<file path="src/rtl/mtt_pkg.sv">
package mtt_pkg;
  localparam int unsigned CNT_W   = 16;
  localparam int unsigned SEL_W   = 3;
  localparam int unsigned NUM_RES = 6;
endpackage

</file>
<file path="src/rtl/mtt_prescaler.sv">
module mtt_prescaler #(
  parameter int unsigned SEL_W   = 3,
  parameter int unsigned NUM_RES = 6
) (
  input  logic             clk,
  input  logic             rst_n,
  input  logic             ref_tick,
  input  logic [SEL_W-1:0] res_sel,
  output logic             step
);
  localparam int unsigned MAX_PER = 1 << NUM_RES;
  localparam int unsigned PRE_W   = $clog2(MAX_PER);

  logic [SEL_W-1:0] sel_q;
  logic [PRE_W-1:0] pre_q, pre_d, last;
  logic             sel_chg;

  function automatic logic [PRE_W-1:0] last_of(input logic [SEL_W-1:0] s);
    int unsigned per;
    if (int'(s) >= int'(NUM_RES) - 1) per = MAX_PER;
    else per = 2 << s;
    return PRE_W'(per - 1);
  endfunction

  always_comb begin
    sel_chg = (res_sel != sel_q);
    last    = last_of(res_sel);
    pre_d   = pre_q;
    step    = 1'b0;
    if (sel_chg) begin
      pre_d = '0;
    end else if (ref_tick) begin
      if (pre_q >= last) begin
        pre_d = '0;
        step  = 1'b1;
      end else begin
        pre_d = pre_q + 1'b1;
      end
    end
  end

  always_ff @(posedge clk or negedge rst_n) begin
    if (!rst_n) begin
      sel_q <= '0;
      pre_q <= '0;
    end else begin
      sel_q <= res_sel;
      pre_q <= pre_d;
    end
  end

  assert_step_on_tick_R1: assert property (@(posedge clk) disable iff (!rst_n)
    step |-> ref_tick);
  assert_no_back_to_back_R1: assert property (@(posedge clk) disable iff (!rst_n)
    step |=> !step);
  assert_sel_restart_R3: assert property (@(posedge clk) disable iff (!rst_n)
    (res_sel != sel_q) |=> (pre_q == '0));
endmodule

</file>
<file path="src/rtl/mtt_counter.sv">
module mtt_counter #(
  parameter int unsigned CNT_W = 16
) (
  input  logic             clk,
  input  logic             rst_n,
  input  logic             step,
  input  logic             clr,
  input  logic             ld_en,
  input  logic             ld_keep_lsb,
  input  logic [CNT_W-1:0] ld_value,
  output logic [CNT_W-1:0] count
);
  logic [CNT_W-1:0] cnt_q, cnt_d;
  logic             cnt_en;

  always_comb begin
    cnt_en = clr | ld_en | step;
    cnt_d  = cnt_q;
    if (clr) begin
      cnt_d = '0;
    end else if (ld_en) begin
      cnt_d = {ld_value[CNT_W-1:1], ld_keep_lsb ? cnt_q[0] : ld_value[0]};
    end else if (step) begin
      cnt_d = cnt_q + 1'b1;
    end
  end

  always_ff @(posedge clk or negedge rst_n) begin
    if (!rst_n) cnt_q <= '0;
    else if (cnt_en) cnt_q <= cnt_d;
  end

  assign count = cnt_q;

  assert_count_step_R2: assert property (@(posedge clk) disable iff (!rst_n)
    (step && !clr && !ld_en) |=> (count == CNT_W'($past(count) + 1'b1)));
  assert_clear_R4: assert property (@(posedge clk) disable iff (!rst_n)
    clr |=> (count == '0));
  assert_load_R5: assert property (@(posedge clk) disable iff (!rst_n)
    (ld_en && !clr) |=> (count[CNT_W-1:1] == $past(ld_value[CNT_W-1:1])));
  assert_keep_lsb_R6: assert property (@(posedge clk) disable iff (!rst_n)
    (ld_en && ld_keep_lsb && !clr) |=> (count[0] == $past(count[0])));
  assert_hold_R1: assert property (@(posedge clk) disable iff (!rst_n)
    (!step && !clr && !ld_en) |=> $stable(count));
endmodule

</file>
<file path="src/rtl/mtt_capture.sv">
module mtt_capture #(
  parameter int unsigned CNT_W = 16
) (
  input  logic             clk,
  input  logic             rst_n,
  input  logic             strobe,
  input  logic [CNT_W-1:0] src,
  output logic [CNT_W-1:0] stamp,
  output logic             vld
);
  logic [CNT_W-1:0] stamp_q;
  logic             vld_q;

  always_ff @(posedge clk or negedge rst_n) begin
    if (!rst_n) stamp_q <= '0;
    else if (strobe) stamp_q <= src;
  end

  always_ff @(posedge clk or negedge rst_n) begin
    if (!rst_n) vld_q <= 1'b0;
    else vld_q <= strobe;
  end

  assign stamp = stamp_q;
  assign vld   = vld_q;

  assert_capture_R7: assert property (@(posedge clk) disable iff (!rst_n)
    strobe |=> (vld && stamp == $past(src)));
  assert_single_pulse_R8: assert property (@(posedge clk) disable iff (!rst_n)
    !strobe |=> (!vld && $stable(stamp)));
endmodule

</file>
<file path="src/rtl/mtt_timetag.sv">
module mtt_timetag
  import mtt_pkg::*;
(
  input  logic             clk,
  input  logic             rst_n,
  input  logic             ref_tick,
  input  logic [SEL_W-1:0] res_sel,
  input  logic             msg_start,
  input  logic             msg_end,
  input  logic             tt_clear,
  input  logic             tt_load,
  input  logic             tt_load_keep_lsb,
  input  logic [CNT_W-1:0] tt_load_value,
  output logic [CNT_W-1:0] tt_count,
  output logic [CNT_W-1:0] start_stamp,
  output logic             start_stamp_valid,
  output logic [CNT_W-1:0] end_stamp,
  output logic             end_stamp_valid
);
  localparam int unsigned NUM_CH = 2;

  logic                  step;
  logic [CNT_W-1:0]      count;
  logic [NUM_CH-1:0]     ch_strobe;
  logic [CNT_W-1:0]      ch_stamp [NUM_CH];
  logic [NUM_CH-1:0]     ch_vld;

  mtt_prescaler #(.SEL_W(SEL_W), .NUM_RES(NUM_RES)) u_pre (
    .clk(clk), .rst_n(rst_n), .ref_tick(ref_tick), .res_sel(res_sel), .step(step)
  );

  mtt_counter #(.CNT_W(CNT_W)) u_cnt (
    .clk(clk), .rst_n(rst_n), .step(step), .clr(tt_clear), .ld_en(tt_load),
    .ld_keep_lsb(tt_load_keep_lsb), .ld_value(tt_load_value), .count(count)
  );

  assign ch_strobe = {msg_end, msg_start};

  for (genvar g = 0; g < NUM_CH; g++) begin : g_ch
    mtt_capture #(.CNT_W(CNT_W)) u_cap (
      .clk(clk), .rst_n(rst_n), .strobe(ch_strobe[g]), .src(count),
      .stamp(ch_stamp[g]), .vld(ch_vld[g])
    );
  end

  assign tt_count          = count;
  assign start_stamp       = ch_stamp[0];
  assign start_stamp_valid = ch_vld[0];
  assign end_stamp         = ch_stamp[1];
  assign end_stamp_valid   = ch_vld[1];

  assert_reset_R9: assert property (@(posedge clk)
    !rst_n |-> (tt_count == '0 && !start_stamp_valid && !end_stamp_valid));
endmodule

</file>
<file path="config.mk">
export PLATFORM = sky130hd
export DESIGN_NAME = mtt_timetag
export DESIGN_NICKNAME = d
export VERILOG_FILES = /design/src/rtl/mtt_pkg.sv /design/src/rtl/mtt_prescaler.sv /design/src/rtl/mtt_counter.sv /design/src/rtl/mtt_capture.sv /design/src/rtl/mtt_timetag.sv
export SDC_FILE = /design/constraint.sdc
export NUM_CORES = 1
export LEC_CHECK = 0
export BUFFER_PORTS_ARGS = -buffer_cell sky130_fd_sc_hd__buf_2
export CAP_MARGIN = 40
export CORE_MARGIN = 1.5
export CORE_UTILIZATION = 45
export CTS_BUF_LIST = sky130_fd_sc_hd__clkbuf_2
export CTS_CLUSTER_DIAMETER = 50
export DETAILED_ROUTE_END_ITERATION = 16
export PLACE_DENSITY = 0.77
export SETUP_SLACK_MARGIN = 0.2
export SLEW_MARGIN = 10
export SYNTH_ARGS = -nofsm -noshare
export SYNTH_HDL_FRONTEND = slang
export SYNTH_SLANG_ARGS = --single-unit
</file>
<file path="constraint.sdc">
create_clock -name clk -period 2.3 [get_ports clk]
set_input_delay 0.345 -clock clk [delete_from_list [all_inputs] [get_ports clk]]
set_output_delay 0.345 -clock clk [all_outputs]
set_load 0.005 [all_outputs]
</file>
==> flow_summary_export.csv <==
group,metric,value,unit
clock_network,htreeDepth,3,
setup_path,cp_data_arrival_time,2.84,ns
floorplanning,die_x,82.2,um
logic_synthesis,synth_most_common_cell,"dfrtp_1",
timing,tightest_slew,0.579,ns
timing,max_slew_margin,61.4,%
flow_run,maxCapViolations,0,
clock_network,clk_latency,0.50,ns
logic_synthesis,synthArstFlopShare,100,%
timing,period_needed,2.45,ns
power,p_sw,604,uW
logic_synthesis,yosysTopAreaCellShare,52.3,%
logic_synthesis,syn_area,2820,sq um
setup_path,cp_max_fo,6,
placed_design,hpwlAfterDp,4.67,mm
final_layout,syn2layout_area_growth,32.7,%
route,ant_nets,0,
timing,setup_viol,19,
clock_network,cts_buffers,9,
outcome,status,"finished with violations",
timing,rsz0062_at_grt,"true",
logic_synthesis,synth_common_cells,"dfrtp_1, mux2_2, nor2_1",
floorplanning,start_util,47.1,%
final_layout,nets,385,
global_routing,grt_first_pass_wirelength,10.5,mm
setup_path,crit_family,"simple AND/OR/NAND/NOR gates",
global_routing,grt_overflow,0,
worst_hold_path,holdCritPathClass,"primary input to flop",
logic_synthesis,synth.avg_cell_area,11.4,sq um
clock_network,clk_pin_slew,0.18,ns
timing,fin_hold_ws,0.0891,ns
timing,fin_ws,-0.146,ns
route,wirelength,6.93,mm
logic_synthesis,synth-seq-cells,59,
timing,slew_violations,0,
timing,fin_crit_sh,106,%
power,power_switching_share,28.4,%
logic_synthesis,yosys-top-cells-area,"dfrtp_1, mux2_2, ha_1",
logic_synthesis,synth-seq-area-share,52.3,%
floorplanning,die_h,82.2,um
clock_network,cts_tree,"built",
power,p_leak,0.00187,uW
route,vias_per_cell,5.51,
logic_synthesis,yosys_warnings,0,
power,seqPwrFrac,54.8,%
outcome,violations,"negative setup slack",
route,via_count,2370,
setup_path,cpMaxStageDelayCell,"or4_1",
setup_path,worstSetupPathType,"primary input to flop",
logic_synthesis,netlist_instances,247,
route,detail_route.wl_per_cell,16.1,um
logic_synthesis,synth_top_cell_by_area,"dfrtp_1",
power,power_frac_clock,29.9,%
global_routing,first_global_vias,2208,
route,drc,0,
global_routing,track_usage,21.0,%
placed_design,gp_congestion,0.850,
setup_path,critical_path_buf_inv_count,2,
logic_synthesis,synth_nets,282,
clock_network,cts.sinks,59,
final_layout,num_antenna_cells,0,
setup_path,cp-end-kind,"flop",
power,finalPower,2130,uW
setup_path,cp.required,2.70,ns
setup_path,crit_path_max_incr_delay,0.41,ns
final_layout,layoutNonFillerInstCount,430,
final_layout,drive_above_1_share,49.3,%
logic_synthesis,synth-main-ff-cell,"dfrtp_1",
power,powerDensity,569,nW/um^2
setup_path,crit_path_cell_trace,"buf_6, or3_4, ha_4, buf_4, xnor2_2, ha_1, nand4_1, o22ai_4, o211ai_4, or4_1, a311oi_1",
floorplanning,design.core.area,5990,sq um
clock_network,cts-root-buf,"clkbuf_2",
logic_synthesis,synth_edf_count,0,
global_routing,antenna_found_initial,0,
global_routing,grt_max_degree,38,
route,drtPass1Iterations,4,
timing,max_freq,409,MHz
route,detail_route.iter0.violations,154,
timing,hold_viol,0,
power,p_comb_share,15.4,%
placed_design,io_buffers,76,
floorplanning,rows,28,
floorplanning,dieArea,6760,sq um
placed_design,placed_cells,405,
power,peakVddDrop,0.324,mV
setup_path,start_kind,"primary input",
floorplanning,ios,77,
final_layout,final_core_util,62.6,%
power,p_int,1530,uW
timing,skew,0.0327,ns
logic_synthesis,synth_cell_types,39,
clock_network,clock_path_buffers,2,
[placed cells by master (no fill, tap or decap), drive strengths merged, types with 4 or more instances in the layout]
cell    synthesis  routed
ha              8       8
mux2           33      33
or3             6       6
nand3          12      12
dfrtp          59      59
buf             3     101
clkinv          1       6
xnor2           5       5
a311oi          5       5
a21oi          10      10
a211oi          5       5
nand4           4       4
or4             4       4
o21ai          12      12
nand2          10      10
nor3            8       8
inv             9       9
clkbuf          7      10
nor2           14      14
[power by group through the flow]
stage / Sequential, uW / Clock (uW) / Combinational [uW]
2_1_floorplan: 1180 / 0 / 141
3_3_place_gp: 1180 / 0 / 300
3_5_place_dp: 1190 / 0 / 309
4_1_cts: 1170 / 650 / 318
5_1_grt: 1180 / 698 / 366
6_report: 1170 / 637 / 327
[tightest hold or removal path, delay by kind of cell]
family / cells / cell delay (ns)
buffers and inverters: 1 / 0.10
AOI/OAI and AO/OA: 1 / 0.05
and+or+nand+nor: 1 / 0.08
[registers in the layout, summed over array words and instances (netlist names)]
name / flops
g_ch.u_cap.stamp: 32
g_ch.u_cap.vld: 2
u_cnt.count: 16
u_pre.pre_q: 6
u_pre.sel_q: 3
[cell families (layout without fill, tap and decap cells)]
logic type	Yosys count	count (layout)	share of synthesized area [%]
muxes	36	36	14.2
buffers and inverters	20	128	2.84
AOI/OAI and AO/OA	51	51	12.8
DFF	59	59	52.3
adders and majority gates	8	8	3.54
and+or+nand+nor	65	65	11.8
xor gates and xnor gates	8	8	2.48
[what timing repair did]
action	4_1_cts	5_1_grt
hold buffers	1	0
resized for setup	12	16
pin swaps	4	12
endpoints found under the hold margin	22	0
endpoints found under the setup margin	21	22
setup buffers	4	4
[routing by layer]
layer	up-vias	global-route usage, %	part of all wire, %
met2	61	34.4	50
met1	1174	26.1	43
li1	1122	-	-
met3	13	6.15	5.2
met4	0	7.97	1.5
met5	-	0	0
[through the flow]
| step | cell area, sq um | setup TNS, ns | worst slack [ns] |
|---|---|---|---|
| after floorplan | 2870 | -4.76 | -0.411 |
| after global placement | 3430 | -9.12 | -0.523 |
| after detailed placement | 3430 | -10.82 | -0.623 |
| after CTS | 3630 | -0.230 | -0.0538 |
| after global routing | 3750 | -2.35 | -0.189 |
| final | 3750 | -1.25 | -0.146 |
[final cells by class]
cell class,count,area (sq um)
Fill cell,488,2240
Sequential cell,59,1480
Multi-Input combinational cell,168,1420
Timing Repair Buffer,102,612
Tap cell,75,93.8
Clock inverter,6,56.3
Clock buffer,10,50.0
Inverter,10,37.5
[worst paths after layout]
check / start / to / slack, ns / cells past startpoint
min in group asynchronous: rst_n / g_ch[1].u_cap.stamp[9] / 0.34 / 2
worst max register to register: u_pre.pre_q[1] / u_pre.pre_q[3] / 0.15 / 10
worst min register to register: g_ch[1].u_cap.stamp[15] / g_ch[1].u_cap.stamp[15] / 0.52 / 1
worst min-delay path: tt_load_value[1] / u_cnt.count[1] / 0.09 / 3
max in group asynchronous: rst_n / g_ch[0].u_cap.stamp[4] / 1.33 / 3
worst max-delay path: res_sel[2] / u_cnt.count[11] / -0.15 / 11
(Power assumes the default switching activity.)
